$ cat config.mk
export PLATFORM = sky130hd
export DESIGN_NAME = irq_chain_ctrl
export DESIGN_NICKNAME = d
export VERILOG_FILES = /design/src/rtl/irq_chain_pkg.sv /design/src/rtl/irq_chain_chan.sv /design/src/rtl/irq_chain_ack.sv /design/src/rtl/irq_chain_ctrl.sv
export SDC_FILE = /design/constraint.sdc
export NUM_CORES = 1
export LEC_CHECK = 0
export BUFFER_PORTS_ARGS = -buffer_cell sky130_fd_sc_hd__buf_4
export CAP_MARGIN = 20
export CORE_AREA = 2 2 40 42
export CTS_CLUSTER_SIZE = 8
export DETAILED_ROUTE_END_ITERATION = 10
export DIE_AREA = 0 0 42 44
export PLACE_DENSITY = 0.56
export SYNTH_ARGS = -nofsm -noshare
export SYNTH_HDL_FRONTEND = slang
export SYNTH_SLANG_ARGS = --single-unit
$ cat constraint.sdc
create_clock -name clk -period 3.2 [get_ports clk]
set_clock_uncertainty 0.15 [all_clocks]
set_input_delay 0.16 -clock clk [delete_from_list [all_inputs] [get_ports clk]]
set_output_delay 0.16 -clock clk [all_outputs]
set_load 0.02 [all_outputs]
$ cat src/rtl/irq_chain_pkg.sv
package irq_chain_pkg;

    // grant handling state of the shared acknowledge logic
    typedef enum logic [1:0] {
        ST_IDLE = 2'd0,
        ST_PASS = 2'd1,
        ST_ACK  = 2'd2
    } ack_st_e;

    // per-channel registered state
    typedef struct packed {
        logic req_seen;   // request level seen at the previous edge
        logic enable;     // interrupt enable flip-flop
        logic served;     // current request already acknowledged
    } chan_reg_t;

endpackage

$ cat src/rtl/irq_chain_chan.sv
module irq_chain_chan
    import irq_chain_pkg::*;
(
    input  logic clk,
    input  logic init,
    input  logic req,
    input  logic en_data,
    input  logic served_pulse,
    output logic pend
);

    chan_reg_t chan_d, chan_q;
    logic      req_rise;

    always_comb begin
        req_rise        = req & ~chan_q.req_seen;
        chan_d          = chan_q;
        chan_d.req_seen = req;
        if (req_rise) begin
            chan_d.enable = en_data;
        end
        if (!req || req_rise) begin
            chan_d.served = 1'b0;
        end else if (served_pulse) begin
            chan_d.served = 1'b1;
        end
    end

    always_ff @(posedge clk) begin
        if (init) begin
            chan_q <= '0;
        end else begin
            chan_q <= chan_d;
        end
    end

    assign pend = req & chan_q.enable & ~chan_q.served;

endmodule

$ cat src/rtl/irq_chain_ack.sv
module irq_chain_ack
    import irq_chain_pkg::*;
#(
    parameter  int NUM_CH = 2,
    localparam int SEL_W  = (NUM_CH > 1) ? $clog2(NUM_CH) : 1
) (
    input  logic              clk,
    input  logic              init,
    input  logic              gnt_in,
    input  logic              din,
    input  logic [NUM_CH-1:0] pend,
    output logic [NUM_CH-1:0] served,
    output logic              gnt_out,
    output logic              vec_en,
    output logic [SEL_W-1:0]  sel
);

    typedef struct packed {
        ack_st_e          st;
        logic [SEL_W-1:0] owner;
        logic             din_seen;
        logic             gnt_fwd;
        logic             vec_drv;
    } ack_reg_t;

    ack_reg_t         ack_d, ack_q;
    logic [SEL_W-1:0] winner;
    logic             any_pend;

    // lowest index wins: scan downward so the last hit is the highest priority
    always_comb begin
        winner = '0;
        for (int i = NUM_CH - 1; i >= 0; i--) begin
            if (pend[i]) begin
                winner = SEL_W'(i);
            end
        end
        any_pend = |pend;
    end

    always_comb begin
        ack_d          = ack_q;
        ack_d.din_seen = din;
        ack_d.gnt_fwd  = 1'b0;
        ack_d.vec_drv  = 1'b0;
        served         = '0;
        case (ack_q.st)
            ST_IDLE: begin
                if (gnt_in) begin
                    if (any_pend) begin
                        ack_d.st    = ST_ACK;
                        ack_d.owner = winner;
                    end else begin
                        ack_d.st      = ST_PASS;
                        ack_d.gnt_fwd = 1'b1;
                    end
                end
            end
            ST_PASS: begin
                if (gnt_in) begin
                    ack_d.gnt_fwd = 1'b1;
                end else begin
                    ack_d.st = ST_IDLE;
                end
            end
            ST_ACK: begin
                ack_d.vec_drv = din;
                if (ack_q.din_seen && !din) begin
                    served[ack_q.owner] = 1'b1;
                end
                if (!gnt_in) begin
                    ack_d.st = ST_IDLE;
                end
            end
            default: ack_d.st = ST_IDLE;
        endcase
    end

    always_ff @(posedge clk) begin
        if (init) begin
            ack_q <= '{st: ST_IDLE, default: '0};
        end else begin
            ack_q <= ack_d;
        end
    end

    assign gnt_out = ack_q.gnt_fwd;
    assign vec_en  = ack_q.vec_drv;
    assign sel     = ack_q.owner;

endmodule

$ cat src/rtl/irq_chain_ctrl.sv
module irq_chain_ctrl #(
    parameter  int NUM_CH = 2,
    localparam int SEL_W  = (NUM_CH > 1) ? $clog2(NUM_CH) : 1
) (
    input  logic              clk,
    input  logic              init,
    input  logic              din,
    input  logic              gnt_in,
    input  logic [NUM_CH-1:0] req,
    input  logic [NUM_CH-1:0] en_data,
    output logic              irq_n,
    output logic              gnt_out,
    output logic              vec_en,
    output logic [SEL_W-1:0]  ack_sel
);

    logic [NUM_CH-1:0] pend;
    logic [NUM_CH-1:0] served;

    for (genvar g = 0; g < NUM_CH; g++) begin : g_chan
        irq_chain_chan u_chan (
            .clk          (clk),
            .init         (init),
            .req          (req[g]),
            .en_data      (en_data[g]),
            .served_pulse (served[g]),
            .pend         (pend[g])
        );
    end

    irq_chain_ack #(.NUM_CH(NUM_CH)) u_ack (
        .clk     (clk),
        .init    (init),
        .gnt_in  (gnt_in),
        .din     (din),
        .pend    (pend),
        .served  (served),
        .gnt_out (gnt_out),
        .vec_en  (vec_en),
        .sel     (ack_sel)
    );

    assign irq_n = ~(|pend);

endmodule

==> results of run 1 <==
==> worst reg2reg max path, cell delays in order (launching register included) <==
cell	delay, ps
dfxtp_1	320
nor2b_1	150
mux2i_1	200
nor2_1	50
dlygate4sd3_1	540
==> timing repair <==
item	CTS	global route
gates resized for setup	0	0
endpoints found under the hold margin	6	0
hold buffers	8	0
==> Yosys cell counts <==
cell type  instances  area [um2]
nor4bb_1           1        10.0
nand2_1            2        7.51
nor3b_1            1        7.51
o32ai_1            2        17.5
nor2_1             3        11.3
and2_1             1        6.26
nand3b_1           2        15.0
inv_1              4        15.0
o221a_2            1        11.3
buf_6              1        11.3
ha_1               3        37.5
and2b_2            3        26.3
or3_4              1        11.3
and4b_1            1        10.0
nor2b_1            2        12.5
a31oi_1            1        6.26
dfxtp_1           12         240
o211a_1            2        20.0
mux2i_1            3        30.0
==> layer usage <==
metal  share of wire  up-vias
met3           0.063        2
li1                -      208
met5               0        -
met4          0.0067        0
met2            0.42        9
met1            0.51      170
==> placed cells by master, fill, tap and decap left out <==
master         synthesis  final
dfxtp_1               12     12
buf_4                  0     11
dlygate4sd3_1          0      8
inv_1                  4      4
mux2i_1                3      3
and2b_2                3      3
nor2_1                 3      3
ha_1                   3      3
clkbuf_4               0      3
nand3b_1               2      2
nand2_1                2      2
o32ai_1                2      2
o211a_1                2      2
nor2b_1                2      2
a31oi_1                1      1
nor3b_1                1      1
or3_4                  1      1
and2_1                 1      1
nor4bb_1               1      1
and4b_1                1      1
o221a_2                1      1
clkbuf_8               0      1
==> state kept, by name, indices dropped and copies added, names as in the netlist <==
register / flops
u_ack.ack_q: 3
u_ack.sel: 1
g_chan.u_chan.chan_q: 6
u_ack.vec_en: 1
u_ack.gnt_out: 1
==> final cells by class <==
| type | instances | area share |
|---|---|---|
| flip-flops and latches | 12 | 0.336 |
| clock buffers | 4 | 0.0508 |
| multi-input cells | 29 | 0.336 |
| repair buffers | 19 | 0.228 |
| well taps | 16 | 0.0280 |
| inverters | 4 | 0.0210 |
==> through the flow <==
stage                     hold WS [ps]  instance area, um2  instances  total power, mW  utilization
final                             33.0                 714         84            0.333        0.504
after global routing              19.4                 714         84            0.353        0.504
after CTS                         23.0                 714         84            0.337        0.504
after detailed placement           258                 598         72            0.210        0.422
after global placement             253                 598         72            0.210        0.422
after floorplan                    157                 507         46            0.194            -
==> worst paths after layout <==
kind / start / endpoint / slack, ps / depth (start not counted)
worst min register to register: g_chan[1].u_chan.chan_q[2]$_SDFF_PP0_ / g_chan[1].u_chan.chan_q[0]$_SDFFE_PP0P_ / 310 / 1
worst max-delay path: req[0] / g_chan[0].u_chan.chan_q[1]$_SDFFE_PP0P_ / 1450 / 6
worst min-delay path: gnt_in / u_ack.gnt_out$_SDFF_PP0_ / 30 / 2
worst max register to register: g_chan[0].u_chan.chan_q[2]$_SDFF_PP0_ / g_chan[0].u_chan.chan_q[1]$_SDFFE_PP0P_ / 1700 / 4
==> cell families (layout without fill, tap and decap cells) <==
group / Yosys count / after routing / synth area share
buf+inv: 5 / 27 / 0.0518
fa+ha+maj: 3 / 3 / 0.0741
flops: 12 / 12 / 0.474
mux: 3 / 3 / 0.0593
simple gates: 17 / 17 / 0.232
compound gates: 6 / 6 / 0.109
==> report_power, final <==
part           leakage, nW  switching (mW)  internal (mW)
sequential          0.0983         0.00358          0.157
clock               0.0210          0.0504         0.0690
combinational        0.233          0.0235         0.0299
==> results.sh, run 1 <==
export IMPL_met1_usage=0.144
export IMPL_tightest_slew_ps=241
export IMPL_grt_use_met3=0.0333
export IMPL_insertion_delay_ps=270
export IMPL_drtPass1Iterations=2
export IMPL_critical_path_class="input pin to flop"
export IMPL_crit_chain="dlygate4sd3_1, buf_4, nor2b_1, mux2i_1, nor2_1, dlygate4sd3_1"
export IMPL_grt_pass1_vias=385
export IMPL_status="completed"
export IMPL_rsz0062_at_grt="false"
export IMPL_grt_max_degree=11
export IMPL_ant_nets=0
export IMPL_worst_setup_path_end_kind="flop"
export IMPL_crit_path_top_delay_cell="dlygate4sd3_1"
export IMPL_ir_drop_mv=0.233
export IMPL_path_buf_inv=3
export IMPL_grt_pass1_wl_um=1550
export IMPL_power_density_nw_per_um2=466
export IMPL_clock_path_buffers=2
export IMPL_top_level_ports=12
export IMPL_cp_arrival_ps=1760
export IMPL_path_clk_slew_ps=80
export IMPL_wl_per_cell_um=10.7
export IMPL_avgSynthCellArea_um2=11.0
export IMPL_fillers=133
export IMPL_cts_tree="yes"
export IMPL_core_area_um2=1420
export IMPL_drive_gt1_frac=0.294
export IMPL_gp_congestion=0.728
export IMPL_cts_root_buf="clkbuf_4"
export IMPL_numClockSinks=12
export IMPL_cp_required_ps=3210
export IMPL_seqCellArea_um2=240
export IMPL_multiInputGateArea_um2=240
export IMPL_fmax_mhz=572
export IMPL_crit_family="buffers and inverters"
export IMPL_synth_seq_cells=12
export IMPL_hold_viol_final=0
export IMPL_cts_buffers=3
export IMPL_grt_antenna_before_repair=0
export IMPL_setup_tns_ps=0
export IMPL_top_usage_layer="met2"
export IMPL_vias=389
export IMPL_die_h_um=44
export IMPL_grt_overflow=0
export IMPL_crit_top_cell="dlygate4sd3_1"
export IMPL_maxCapViolCount=0
export IMPL_critPathMaxFanout=3
export IMPL_initial_core_util=0.357
export IMPL_slew_limit_headroom=0.837
export IMPL_drtIter0Drc=1
export IMPL_area_delta_synth_final_pct=41.0
export IMPL_wl_um=900
export IMPL_yosysSeqAreaShare=0.474
export IMPL_postCtsSetupBuffers=0
export IMPL_period_minus_slack_ps=1750
export IMPL_fin_ws_ps=1450
export IMPL_routed_via_density=4.63
export IMPL_synthCells=46
export IMPL_grtUsageMet2=0.169
export IMPL_syn_nets=57
export IMPL_netlist_area_um2=507
export IMPL_finalMaxSlewViolations=0
export IMPL_dieWidth_um=42
export IMPL_yosysWarnings=0
export IMPL_nets=80
export IMPL_ys_types=19
export IMPL_hp_class="input pin to flop"
export IMPL_cp_start_kind="input pin"
export IMPL_track_usage=0.114
export IMPL_setup_viol=0
export IMPL_cts_max_level=1
export IMPL_power_leakage_nw=0.352
export IMPL_post_route_period_util=0.546
export IMPL_n_antenna_cell=0
export IMPL_critPathMaxStageDelay_ps=540
export IMPL_dp_final_hpwl_um=643
export IMPL_pre_cts_slack_ps=1760
export IMPL_io_buffers=11
export IMPL_drc_errors=0
export IMPL_num_rows=14
export IMPL_dieArea_um2=1850
Power figures use the tool's default switching activity.
==> run 2: changes to the inputs <==
- clock period: 3.2 -> 1.73 ns (I/O delays scaled with it)
==> run 2 against run 1 <==
  * Routed wire length grew 0.78%
  * Register-to-register slack lost 1600 ps
  * Global-route usage is the same
  * Final area grew 1.4%
  * Via count grew 1.0%
  * First-iteration DRC count is the same
  * Clock power grew 86%
  * Total power grew 86%
  * Non-clock buffer count grew 1
  * Sequential power grew 86%
  * Critical path type unchanged
  * Largest cell class unchanged
  * Largest power group unchanged
==> results.sh, run 2 (synthesis results as in run 1) <==
export IMPL_cts_repair_resized=0
export IMPL_track_usage=0.114
export IMPL_path_clk_slew_ps=80
export IMPL_wl_um=907
export IMPL_grt_antenna_before_repair=0
export IMPL_p_total_uw=620
export IMPL_dp_final_hpwl_um=643
export IMPL_core_area_um2=1420
export IMPL_wl_per_cell_um=10.7
export IMPL_slew_limit_headroom=0.837
export IMPL_area_delta_synth_final_pct=43.0
export IMPL_ir_drop_mv=0.432
export IMPL_clock_path_buffers=2
export IMPL_cts_max_level=1
export IMPL_ant_nets=0
export IMPL_fillers=132
export IMPL_hp_class="input pin to flop"
export IMPL_cp_start_kind="input pin"
export IMPL_die_h_um=44
export IMPL_setup_tns_ps=0
export IMPL_top_register="g_chan.u_chan.chan_q"
export IMPL_pre_cts_slack_ps=287
export IMPL_io_buffers=11
export IMPL_maxCapViolCount=0
export IMPL_largestRegisters="g_chan.u_chan.chan_q (6), u_ack.ack_q (3)"
export IMPL_num_rows=14
export IMPL_drc_errors=0
export IMPL_hold_viol_final=0
export IMPL_cts_buffers=3
export IMPL_fmax_mhz=598
export IMPL_stdcell_count=85
export IMPL_drtPass1Iterations=2
export IMPL_n_antenna_cell=0
export IMPL_status="completed"
export IMPL_multiInputGateArea_um2=240
export IMPL_gp_congestion=0.728
export IMPL_initial_core_util=0.357
export IMPL_hold_buffers=9
export IMPL_drive_gt1_frac=0.290
export IMPL_dpl_cell_count=72
export IMPL_nets=81
export IMPL_cp_required_ps=1740
export IMPL_insertion_delay_ps=270
export IMPL_cp_arrival_ps=1690
export IMPL_worst_setup_path_end_kind="flop"
export IMPL_setup_viol=0
export IMPL_drtIter0Drc=1
export IMPL_holdWs_ps=81.1
export IMPL_grt_max_degree=11
export IMPL_dieWidth_um=42
export IMPL_routed_via_density=4.62
export IMPL_cts_root_buf="clkbuf_4"
export IMPL_critPathMaxFanout=3
export IMPL_final_common_cell="dfxtp_1"
export IMPL_tightest_slew_ps=241
export IMPL_power_leakage_nw=0.358
export IMPL_fin_ws_ps=56.4
export IMPL_cts_tree="yes"
export IMPL_grt_pass1_wl_um=1550
export IMPL_grt_overflow=0
export IMPL_critical_path_class="input pin to flop"
export IMPL_power_density_nw_per_um2=855
export IMPL_grt_pass1_vias=385
export IMPL_postCtsSetupBuffers=0
export IMPL_vias=393
export IMPL_seqCellArea_um2=240
export IMPL_rsz0062_at_grt="false"
export IMPL_period_minus_slack_ps=1670
export IMPL_numClockSinks=12
export IMPL_final_cell_mix="12 x dfxtp_1, 11 x buf_4, 9 x dlygate4sd3_1, 4 x inv_1"
export IMPL_top_level_ports=12
export IMPL_post_route_period_util=0.967
export IMPL_dieArea_um2=1850
export IMPL_finalMaxSlewViolations=0
export IMPL_largest_reg_flops=6
run 2: critical path, stage by stage:
cell and delay, ps:
dlygate4sd3_1 540, buf_4 110, nor2b_1 170, mux2i_1 200, nor2_1 50, dlygate4sd3_1 540
run 2: worst paths after layout:
| kind | slack [ps] | depth (start not counted) | from | end |
|---|---|---|---|---|
| worst max register to register | 100 | 5 | u_ack.ack_q[4]$_SDFFE_PP0P_ | u_ack.gnt_out$_SDFF_PP0_ |
| worst min register to register | 310 | 1 | g_chan[1].u_chan.chan_q[2]$_SDFF_PP0_ | g_chan[1].u_chan.chan_q[0]$_SDFFE_PP0P_ |
| worst min-delay path | 80 | 3 | gnt_in | u_ack.ack_q[4]$_SDFFE_PP0P_ |
| worst max-delay path | 60 | 6 | req[0] | g_chan[0].u_chan.chan_q[1]$_SDFFE_PP0P_ |
run 2: area by class of cell:
type                       count  area share
clock buffer                   4      0.0501
tap                           16      0.0276
timing repair buffer          20       0.238
sequential                    12       0.332
multi-input combinational     29       0.332
inverter                       4      0.0207
run 2: power by group:
part / leakage (nW) / switching (mW) / internal (mW)
sequential: 0.0983 / 0.00662 / 0.290
clock: 0.0210 / 0.0936 / 0.128
combinational: 0.239 / 0.0438 / 0.0578
run 2: metrics by stage:
step                 util  cell area [um2]
global route        0.511              724
floorplan               -              507
global placement    0.422              598
finish              0.511              724
detailed placement  0.422              598
CTS                 0.511              724
run 2: per-layer routing:
| layer | global-route usage | vias up | share of wire |
|---|---|---|---|
| li1 | - | 210 | - |
| met1 | 0.144 | 172 | 0.51 |
| met2 | 0.169 | 9 | 0.42 |
| met3 | 0.0333 | 2 | 0.063 |
| met4 | 0.0774 | 0 | 0.0066 |
| met5 | 0 | - | 0 |
